### src/rtl/slm_pkg.sv
package slm_pkg;
    typedef enum logic [1:0] {
        ST_EMPTY = 2'd0,
        ST_TRACK = 2'd1,
        ST_MATCH = 2'd2
    } slm_state_e;

    localparam int DEF_UNEQ = 0;
    localparam int DEF_PLM  = 1;
    localparam int NUM_DEF  = 2;
endpackage

### src/rtl/slm_persist.sv
module slm_persist
    import slm_pkg::*;
#(
    parameter int LBL_W = 3,
    parameter int CNT_W = 4
) (
    input  logic             clk,
    input  logic             rst_n,
    input  logic             vld,
    input  logic [LBL_W-1:0] lbl,
    input  logic [CNT_W-1:0] need,
    output logic [LBL_W-1:0] acc,
    output logic             acc_vld
);
    localparam logic [CNT_W-1:0] CNT_MAX = {CNT_W{1'b1}};
    localparam logic [CNT_W-1:0] CNT_ONE = CNT_W'(1);

    slm_state_e       state_q, state_nx;
    logic [LBL_W-1:0] cand_q;
    logic [CNT_W-1:0] cnt_q, cnt_nx, eff_need;
    logic             same, hit;

    always_comb begin
        eff_need = (need == '0) ? CNT_ONE : need;
        same     = (state_q != ST_EMPTY) && (lbl == cand_q);
        if (same)
            cnt_nx = (cnt_q == CNT_MAX) ? cnt_q : cnt_q + CNT_ONE;
        else
            cnt_nx = CNT_ONE;
        hit = vld && (cnt_nx >= eff_need);
    end

    always_comb begin
        state_nx = state_q;
        unique case (state_q)
            ST_EMPTY: if (vld) state_nx = hit ? ST_MATCH : ST_TRACK;
            ST_TRACK: if (vld) state_nx = hit ? ST_MATCH : ST_TRACK;
            ST_MATCH: if (vld) state_nx = hit ? ST_MATCH : ST_TRACK;
            default:  state_nx = ST_EMPTY;
        endcase
    end

    always_ff @(posedge clk or negedge rst_n) begin
        if (!rst_n) state_q <= ST_EMPTY;
        else        state_q <= state_nx;
    end

    always_ff @(posedge clk or negedge rst_n) begin
        if (!rst_n) begin
            cand_q  <= '0;
            cnt_q   <= '0;
            acc     <= '0;
            acc_vld <= 1'b0;
        end else if (vld) begin
            cand_q <= lbl;
            cnt_q  <= cnt_nx;
            if (hit) begin
                acc     <= lbl;
                acc_vld <= 1'b1;
            end
        end
    end

    AST_ACC_HOLD_IDLE: assert property (@(posedge clk) disable iff (!rst_n)
        !vld |=> $stable(acc));
endmodule

### src/rtl/slm_defect.sv
module slm_defect #(
    parameter int LBL_W = 3
) (
    input  logic             clk,
    input  logic             rst_n,
    input  logic [LBL_W-1:0] acc,
    input  logic             acc_vld,
    input  logic [LBL_W-1:0] exp_lbl,
    output logic             uneq_q,
    output logic             plm_q
);
    localparam logic [LBL_W-1:0] LBL_NOCHK = LBL_W'(1);

    logic uneq_nx, plm_nx;

    always_comb begin
        uneq_nx = acc_vld && (acc == '0);
        plm_nx  = acc_vld && !uneq_nx && (exp_lbl != LBL_NOCHK) && (acc != exp_lbl);
    end

    always_ff @(posedge clk or negedge rst_n) begin
        if (!rst_n) begin
            uneq_q <= 1'b0;
            plm_q  <= 1'b0;
        end else begin
            uneq_q <= uneq_nx;
            plm_q  <= plm_nx;
        end
    end

    AST_PLM_NOT_UNEQ: assert property (@(posedge clk) disable iff (!rst_n)
        !(uneq_q && plm_q));
    AST_PLM_OFF_EXP001: assert property (@(posedge clk) disable iff (!rst_n)
        (exp_lbl == LBL_NOCHK) |=> !plm_q);
    AST_UNEQ_ZERO_LBL: assert property (@(posedge clk) disable iff (!rst_n)
        uneq_q |-> ($past(acc) == '0));
endmodule

### src/rtl/slm_delta.sv
module slm_delta #(
    parameter int N_DEF = 2
) (
    input  logic             clk,
    input  logic             rst_n,
    input  logic [N_DEF-1:0] def_in,
    input  logic [N_DEF-1:0] mask,
    input  logic [N_DEF-1:0] clr,
    output logic [N_DEF-1:0] dlt,
    output logic             irq
);
    for (genvar i = 0; i < N_DEF; i++) begin : g_bit
        logic prev_q;
        always_ff @(posedge clk or negedge rst_n) begin
            if (!rst_n) begin
                prev_q <= 1'b0;
                dlt[i] <= 1'b0;
            end else begin
                prev_q <= def_in[i];
                if (prev_q != def_in[i]) dlt[i] <= 1'b1;
                else if (clr[i])         dlt[i] <= 1'b0;
            end
        end

        AST_DLT_ON_CHANGE: assert property (@(posedge clk) disable iff (!rst_n)
            (def_in[i] != $past(def_in[i])) |=> dlt[i]);
    end

    always_comb irq = |(dlt & ~mask);
endmodule

### src/rtl/slm_label_mon.sv
module slm_label_mon
    import slm_pkg::*;
#(
    parameter int LBL_W = 3,
    parameter int CNT_W = 4
) (
    input  logic             clk,
    input  logic             rst_n,
    input  logic             lbl_vld,
    input  logic [LBL_W-1:0] lbl_in,
    input  logic [CNT_W-1:0] persist_n,
    input  logic [LBL_W-1:0] exp_lbl,
    input  logic             uneq_mask,
    input  logic             plm_mask,
    input  logic [1:0]       dlt_clr,
    output logic [LBL_W-1:0] acc_lbl,
    output logic             uneq,
    output logic             plm,
    output logic             uneq_dlt,
    output logic             plm_dlt,
    output logic             irq
);
    logic               acc_vld;
    logic [NUM_DEF-1:0] def_vec, mask_vec, dlt_vec;

    slm_persist #(.LBL_W(LBL_W), .CNT_W(CNT_W)) u_persist (
        .clk(clk), .rst_n(rst_n), .vld(lbl_vld), .lbl(lbl_in),
        .need(persist_n), .acc(acc_lbl), .acc_vld(acc_vld)
    );

    slm_defect #(.LBL_W(LBL_W)) u_defect (
        .clk(clk), .rst_n(rst_n), .acc(acc_lbl), .acc_vld(acc_vld),
        .exp_lbl(exp_lbl), .uneq_q(uneq), .plm_q(plm)
    );

    always_comb begin
        def_vec            = '0;
        mask_vec           = '0;
        def_vec[DEF_UNEQ]  = uneq;
        def_vec[DEF_PLM]   = plm;
        mask_vec[DEF_UNEQ] = uneq_mask;
        mask_vec[DEF_PLM]  = plm_mask;
        uneq_dlt           = dlt_vec[DEF_UNEQ];
        plm_dlt            = dlt_vec[DEF_PLM];
    end

    slm_delta #(.N_DEF(NUM_DEF)) u_delta (
        .clk(clk), .rst_n(rst_n), .def_in(def_vec), .mask(mask_vec),
        .clr(dlt_clr), .dlt(dlt_vec), .irq(irq)
    );

    AST_UNEQ_NEEDS_ACC: assert property (@(posedge clk) disable iff (!rst_n)
        uneq |-> acc_vld);
endmodule

### config.mk
export PLATFORM = sky130hd
export DESIGN_NAME = slm_label_mon
export DESIGN_NICKNAME = d
export VERILOG_FILES = /design/src/rtl/slm_pkg.sv /design/src/rtl/slm_persist.sv /design/src/rtl/slm_defect.sv /design/src/rtl/slm_delta.sv /design/src/rtl/slm_label_mon.sv
export SDC_FILE = /design/constraint.sdc
export NUM_CORES = 1
export LEC_CHECK = 0
export ABC_AREA = 1
export BUFFER_PORTS_ARGS = -buffer_cell sky130_fd_sc_hd__buf_2
export CAP_MARGIN = 20
export CORE_MARGIN = 2
export CORE_UTILIZATION = 35
export CTS_CLUSTER_DIAMETER = 40
export DETAILED_ROUTE_END_ITERATION = 16
export SKIP_CTS_REPAIR_TIMING = 1
export SLEW_MARGIN = 20
export SYNTH_ARGS = -nofsm -noshare
export SYNTH_HDL_FRONTEND = slang
export SYNTH_SLANG_ARGS = --single-unit
### constraint.sdc
create_clock -name clk -period 4.44 [get_ports clk]
set_input_delay 0.222 -clock clk [delete_from_list [all_inputs] [get_ports clk]]
set_output_delay 0.222 -clock clk [all_outputs]
set_load 0.005 [all_outputs]
==> qor.csv, run 1 <==
metric,value,unit
#FFs+latches synth,19,
"slowest stage delay, CP",0.42,ns
synthesized net count,168,
CP max FO,6,
CP endpoint kind,register,
DRC,0,
layout cells sized above 1,20.23,%
Die Width,60.03,µm
"CP delay by family, top",simple AND/OR/NAND/NOR gates,
Worst slew margin,70.66,%
Fin. Hold Viols,0,
switch share,34.05,%
Slew @ Worst Pin,0.4401,ns
"Avg Cell Area, Syn",7.524,µm²
die area,0.003603,mm²
Setup Skew,0.005935,ns
initial antenna violation count,0,
register area share after synthesis,43.28,%
post-synthesis cell count,146,
Crit path top cell by count,nand2_1,
htree depth,1,
Gate power share,30.7,%
placed cell count,212,
"Buf+Inv Stages, Crit Path",0,
worst skew pair latency,0.30,ns
Post-synth ARST share,100.0,%
routed len/inst,9.917,µm
pwr dens,376.6,mW/mm²
Max Cap Violations,0,
Overflow after GRT,0,
CP max-delay cell,dfrtp_1,
Syn-to-layout area delta,18.22,%
clock power share,18.1,%
number of library cell types mapped by synthesis,24,
mapped cell area,0.001099,mm²
"Clk pin slew, worst setup/hold paths",0.11,ns
Final ANT Viol Nets,0,
CP cell instances,ha_1 -> nand3_1 -> nand2_1 -> o21ai_1 -> nor2_1 -> ha_1 -> nand2_1 -> nand2_1 -> nand2_1 -> nand3_1 -> nand2_1 -> nand2_1 -> nand2_1,
Vias,975,
Critical Path AT,2.31,ns
Antenna Diode Count,0,
Starting DRT DRC Count,33,
Max Slew Vio Count,0,
worst reg-to-reg setup slack,2.37,ns
number of global-route vias before repair,975,
Clock Root Buffer,clkbuf_4,
most frequent cells in the layout,"nand2_1 (47), buf_2 (24), inv_1 (21)",
most common flop cell mapped by yosys,dfrtp_1,
Final Cycle Share,46.67,%
Crit Path Class,reg -> reg,
# rows,20,
leakage power,0.7355,nW
worst vdd ir,0.1952,mV
vias per cell,4.493,
Int Pwr,0.0003226,W
Final min period,2.072,ns
"Design Area, Final",0.001299,mm²
Nets,196,
Worst setup SP type,register,
first-pass GRT wire length,3808,µm
Setup TNS Final,0,ns
# port buffers,24,
CTS tree,built,
Yosys warning count,0,
placed cell area,0.001261,mm²
Final HPWL DP,1675,µm
Starting Density,36.28,%
core area,0.003028,mm²
switching power,0.0001665,W
status,completed,
"EDFF count, synth",0,
Critical Path RT,4.68,ns
Final setup viols,0,
GP Congestion,0.7716,
pin count of the biggest net entering global routing,20,
f_max,482.6,MHz
worst hold path class,in -> reg,
Clock Path Buffers,2,
Pre-Repair DR Iteration Count,4,
Fill cells,317,
Layout Cells excl Fill,217,
total track usage,13.80,%
Routed WL,2152,µm
IO Pins,25,
TritonCTS buffer count,3,
Clock Sinks,19,
RSZ-0062 raised after global routing,false,
pre-CTS setup slack,2.378,ns
setup ws final,2.368,ns
"most common cell after layout, fill and taps aside",nand2_1,
height of the die,60.03,µm
Flop pwr share,51.1,%
## metrics by stage
step                      hold slack, ns  utilization (%)  total power [W]
after floorplan                 -0.07359                -        0.0003445
after global placement            0.1850            41.65        0.0003991
after detailed placement          0.1941            41.65        0.0004064
after CTS                        -0.1437            42.56        0.0004968
after global routing             0.07614            42.89        0.0005300
final                            0.09324            42.89        0.0004891
## cell type report
class | count | area (µm²) | share of cell area [%]
Clock inverter | 1 | 5.005 | 0.3854
Multi-Input combinational cell | 102 | 524.3 | 40.37
Tap cell | 44 | 55.05 | 4.239
Sequential cell | 19 | 475.5 | 36.61
Timing Repair Buffer | 25 | 130.1 | 10.02
Inverter | 23 | 86.33 | 6.647
Clock buffer | 3 | 22.52 | 1.734
## power groups by stage
stage | registers, W | logic, W | clock network (W)
2_1_floorplan | 0.000252 | 0.0000925 | 0
3_3_place_gp | 0.000251 | 0.000148 | 0
3_5_place_dp | 0.000254 | 0.000152 | 0
4_1_cts | 0.000251 | 0.000153 | 0.0000931
5_1_grt | 0.000256 | 0.000175 | 0.0000996
6_report | 0.000250 | 0.000150 | 0.0000886
## cells in the mapped netlist, types with 2 or more instances
| library cell | number | area (µm²) |
|---|---|---|
| nand2_1 | 47 | 176.4 |
| inv_1 | 21 | 78.83 |
| dfrtp_1 | 19 | 475.5 |
| nand3_1 | 12 | 60.06 |
| nor2_1 | 10 | 37.54 |
| o21ai_0 | 6 | 30.03 |
| ha_1 | 5 | 62.56 |
| xnor2_1 | 5 | 43.79 |
| a21oi_1 | 2 | 10.01 |
| inv_2 | 2 | 7.510 |
| nand4_1 | 2 | 12.51 |
| nor3_1 | 2 | 10.01 |
| o21ai_1 | 2 | 10.01 |
## per-layer routing
| layer | wire length (µm) | track usage [%] | vias to the layer above |
|---|---|---|---|
| met4 | 0 | 3.175 | 0 |
| met2 | 1113 | 25.16 | 16 |
| met3 | 72 | 3.247 | 0 |
| li1 | - | - | 515 |
| met5 | 0 | 0 | - |
| met1 | 965 | 16.19 | 444 |
## path summary, 6_finish.rpt
| kind | from | end | cells after the start |
|---|---|---|---|
| max in group asynchronous | rst_n | u_persist.state_q[0] | 2 |
| min in group asynchronous | rst_n | u_persist.state_q[1] | 2 |
| min | dlt_clr[0] | u_delta.dlt[0] | 2 |
| min reg2reg | u_defect.uneq_q | u_delta.g_bit[0].prev_q | 0 |
| max | u_persist.cnt_q[0] | u_persist.acc[1] | 13 |
| max reg2reg | u_persist.cnt_q[0] | u_persist.acc[1] | 13 |
## state kept, by name (all words and copies together), names as in the netlist
signal,cells
u_delta.g_bit.prev_q,2
u_persist.acc_vld,1
u_persist.acc,3
u_persist.state_q,2
u_persist.cand_q,3
u_delta.dlt,2
u_defect.plm_q,1
u_persist.cnt_q,4
u_defect.uneq_q,1
## cells by family after synthesis
| kind of cell | after synthesis | synth area share [%] |
|---|---|---|
| flip-flops | 19 | 43.28 |
| AND/OR/NAND/NOR | 79 | 31.32 |
| buffers and inverters | 25 | 8.998 |
| adder cells (fa/ha/maj) | 5 | 5.695 |
| AO/OA/AOI/OAI | 13 | 6.721 |
| XOR/XNOR | 5 | 3.986 |
Note: power is estimated with default switching activity, not from simulation.
==> inputs of run 2 (changes only) <==
--- a/config.mk
+++ b/config.mk
@@ -5,7 +5,7 @@
 export SDC_FILE = /design/constraint.sdc
 export NUM_CORES = 1
 export LEC_CHECK = 0
-export ABC_AREA = 1
+export ABC_AREA = 0
 export BUFFER_PORTS_ARGS = -buffer_cell sky130_fd_sc_hd__buf_2
 export CAP_MARGIN = 20
 export CORE_MARGIN = 2
==> constraint.sdc (replaced) <==
create_clock -name clk -period 1.7 [get_ports clk]
set_input_delay 0.085 -clock clk [delete_from_list [all_inputs] [get_ports clk]]
set_output_delay 0.085 -clock clk [all_outputs]
set_load 0.005 [all_outputs]
==> run 2 against run 1 <==
The flow now finishes with violations (setup timing). Cell count down 6.9%. Maximum frequency down 3.9%. Non-clock buffer count up 20. Synthesized cell count down 22%. Final area up 22%. Total power rose to 2.7 times the previous value. Critical path depth down 5. Sequential power up 140%. Count of clock-buffer cells in the layout unchanged. Global-route usage up 1.1 points. Sequential share of layout area down 6.5 points. Critical endpoint is now u_persist.state_q[1]. Highest routed layer is now met4.
==> qor.csv, run 2 <==
metric,value,unit
Hold Slack,0.1542,ns
"Avg Cell Area, Syn",9.977,µm²
CP max FO,5,
pre-CTS setup slack,-0.4906,ns
"EDFF count, synth",0,
Yosys warning count,0,
Yosys top cell by area,dfrtp_1,
GR met1 Demand/Resource,17.44,%
Max Slew Vio Count,0,
multi-input logic area,696.9,µm²
#FFs+latches synth,19,
CP endpoint kind,register,
top-area cell type share of the netlist area,41.80,%
Most Crowded Layer GR,met2,
Overflow after GRT,0,
Setup Skew,0.001555,ns
Top Registers,"u_persist.cnt_q (4), u_persist.acc (3), u_persist.cand_q (3)",
Worst setup SP type,register,
Biggest register,u_persist.cnt_q,
most frequent cells in the layout,"buf_2 (24), dfrtp_1 (19), buf_4 (18)",
worst vdd ir,0.4542,mV
Final ANT Viol Nets,0,
Fin. Hold Viols,0,
post-synthesis cell count,114,
Fill cells,299,
vias per cell,5.124,
"Clk pin slew, worst setup/hold paths",0.12,ns
top post-synthesis cells by area,"dfrtp_1 (42%), ha_1 (5.5%), nand3_1 (4.0%)",
htree depth,1,
Setup TNS Final,-2.342,ns
Antenna Diode Count,0,
Final setup viols,6,
CTS tree,built,
Clock Root Buffer,clkbuf_4,
worst skew pair latency,0.30,ns
# port buffers,24,
number of global-route vias before repair,992,
leakage power,0.7441,nW
pwr dens,836.9,mW/mm²
Worst slew margin,70.23,%
Max Cap Violations,0,
most frequent cell after synthesis,dfrtp_1,
Nets,181,
Vias,1035,
Reg area,475.5,µm²
M2 GR Usage,27.96,%
TritonCTS buffer count,3,
Post-synth ARST share,100.0,%
Final Cycle Share,126.9,%
worst hold path class,in -> reg,
routed len/inst,12.97,µm
RSZ-0062 raised after global routing,true,
register area share after synthesis,41.80,%
Syn-to-layout area delta,38.94,%
# rows,20,
GP Congestion,0.8978,
Routed WL,2620,µm
"most common cell after layout, fill and taps aside",buf_2,
DRC,0,
max FFs per register,4,
total track usage,14.90,%
Clock Path Buffers,2,
Critical Path AT,2.37,ns
Layout Cells excl Fill,202,
IO Pins,25,
placed cell count,193,
mapped cell area,0.001137,mm²
met3 usage,2.559,%
f_max,463.6,MHz
Final min period,2.157,ns
die area,0.003722,mm²
Commonest cells post-synth,"dfrtp_1 (19), inv_1 (9), nand3_1 (9)",
Crit Path Class,reg -> reg,
core area,0.003078,mm²
failing checks,setup timing,
Clock Sinks,19,
Starting DRT DRC Count,26,
Starting Density,36.95,%
Slew @ Worst Pin,0.4466,ns
initial antenna violation count,0,
setup ws final,-0.4572,ns
Die Width,61.01,µm
status,finished with violations,
number of library cell types mapped by synthesis,39,
height of the die,61.01,µm
Critical Path RT,1.91,ns
pin count of the biggest net entering global routing,20,
most common flop cell mapped by yosys,dfrtp_1,
layout cells sized above 1,43.04,%
Util after Layout,51.34,%
synthesized net count,136,
Final HPWL DP,1966,µm
first-pass GRT wire length,4105,µm
Pre-Repair DR Iteration Count,4,
## run 2: cell types whose count changed after synthesis, moves of 2 or more
cell	delta
a211o_1	+3
a21oi_1	+5
clkbuf_1	+3
inv_1	-12
nand3_1	-3
mux2_2	+4
and3_1	+2
o21ai_0	+2
a32o_1	+3
a31oi_1	+3
nand2_1	-44
nor3_1	-2
nor2_1	-4
nand4_1	-2
## run 2: area by class of cell
cell class / count / area share [%]
Clock buffer: 3 / 1.425
Clock inverter: 1 / 0.4751
Inverter: 10 / 2.375
Multi-Input combinational cell: 80 / 44.10
Sequential cell: 19 / 30.09
Tap cell: 44 / 3.484
Timing Repair Buffer: 45 / 18.05
## run 2: critical path: stages, from the launching register on
cell       delay [ns]
dfrtp_1          0.43
xnor2_2          0.21
o2111ai_4        0.17
nor2_1           0.14
ha_1             0.23
nand2b_4         0.14
a211o_4          0.34
a31o_4           0.24
o21ba_1          0.17
## run 2: cells by family (layout without fill, tap and decap cells)
group           count (synthesis)  after routing  synth area share, %
compound gates                 37             37                24.09
xor+xnor                        6              6                4.620
mux                             5              5                4.840
flops                          19             19                41.80
buf+inv                        15             59                5.719
simple gates                   27             27                13.42
fa+ha+maj                       5              5                5.501
## run 2: report_power, final
group	internal [W]	total (W)	switching (W)
logic	0.000270	0.000488	0.000218
clock network	0.0000896	0.000245	0.000156
registers	0.000520	0.000589	0.0000692
total	0.000879	0.00132	0.000443
## run 2: worst paths after layout
| kind | start | endpoint | slack (ns) | cells after the start |
|---|---|---|---|---|
| hold / removal | exp_lbl[0] | u_defect.plm_q | 0.15 | 3 |
| hold reg to reg | u_defect.plm_q | u_delta.g_bit[1].prev_q | 0.43 | 0 |
| min in group asynchronous | rst_n | u_persist.cnt_q[2] | 0.24 | 2 |
| setup reg to reg | u_persist.cand_q[0] | u_persist.state_q[1] | -0.46 | 8 |
| setup / recovery | u_persist.cand_q[0] | u_persist.state_q[1] | -0.46 | 8 |
| max in group asynchronous | rst_n | u_persist.state_q[0] | 1.15 | 2 |
## run 2: per-layer routing
layer,part of all wire [%],vias to the layer above
li1,-,505
met1,40,497
met2,55,31
met3,3.7,2
met4,0.80,0
met5,0,-
## run 2: metrics by stage
stage                     area, µm²  total power (W)
after floorplan                1175        0.0008517
after global placement         1433         0.001015
after detailed placement       1433         0.001029
after CTS                      1463         0.001280
after global routing           1580         0.001423
final                          1580         0.001323
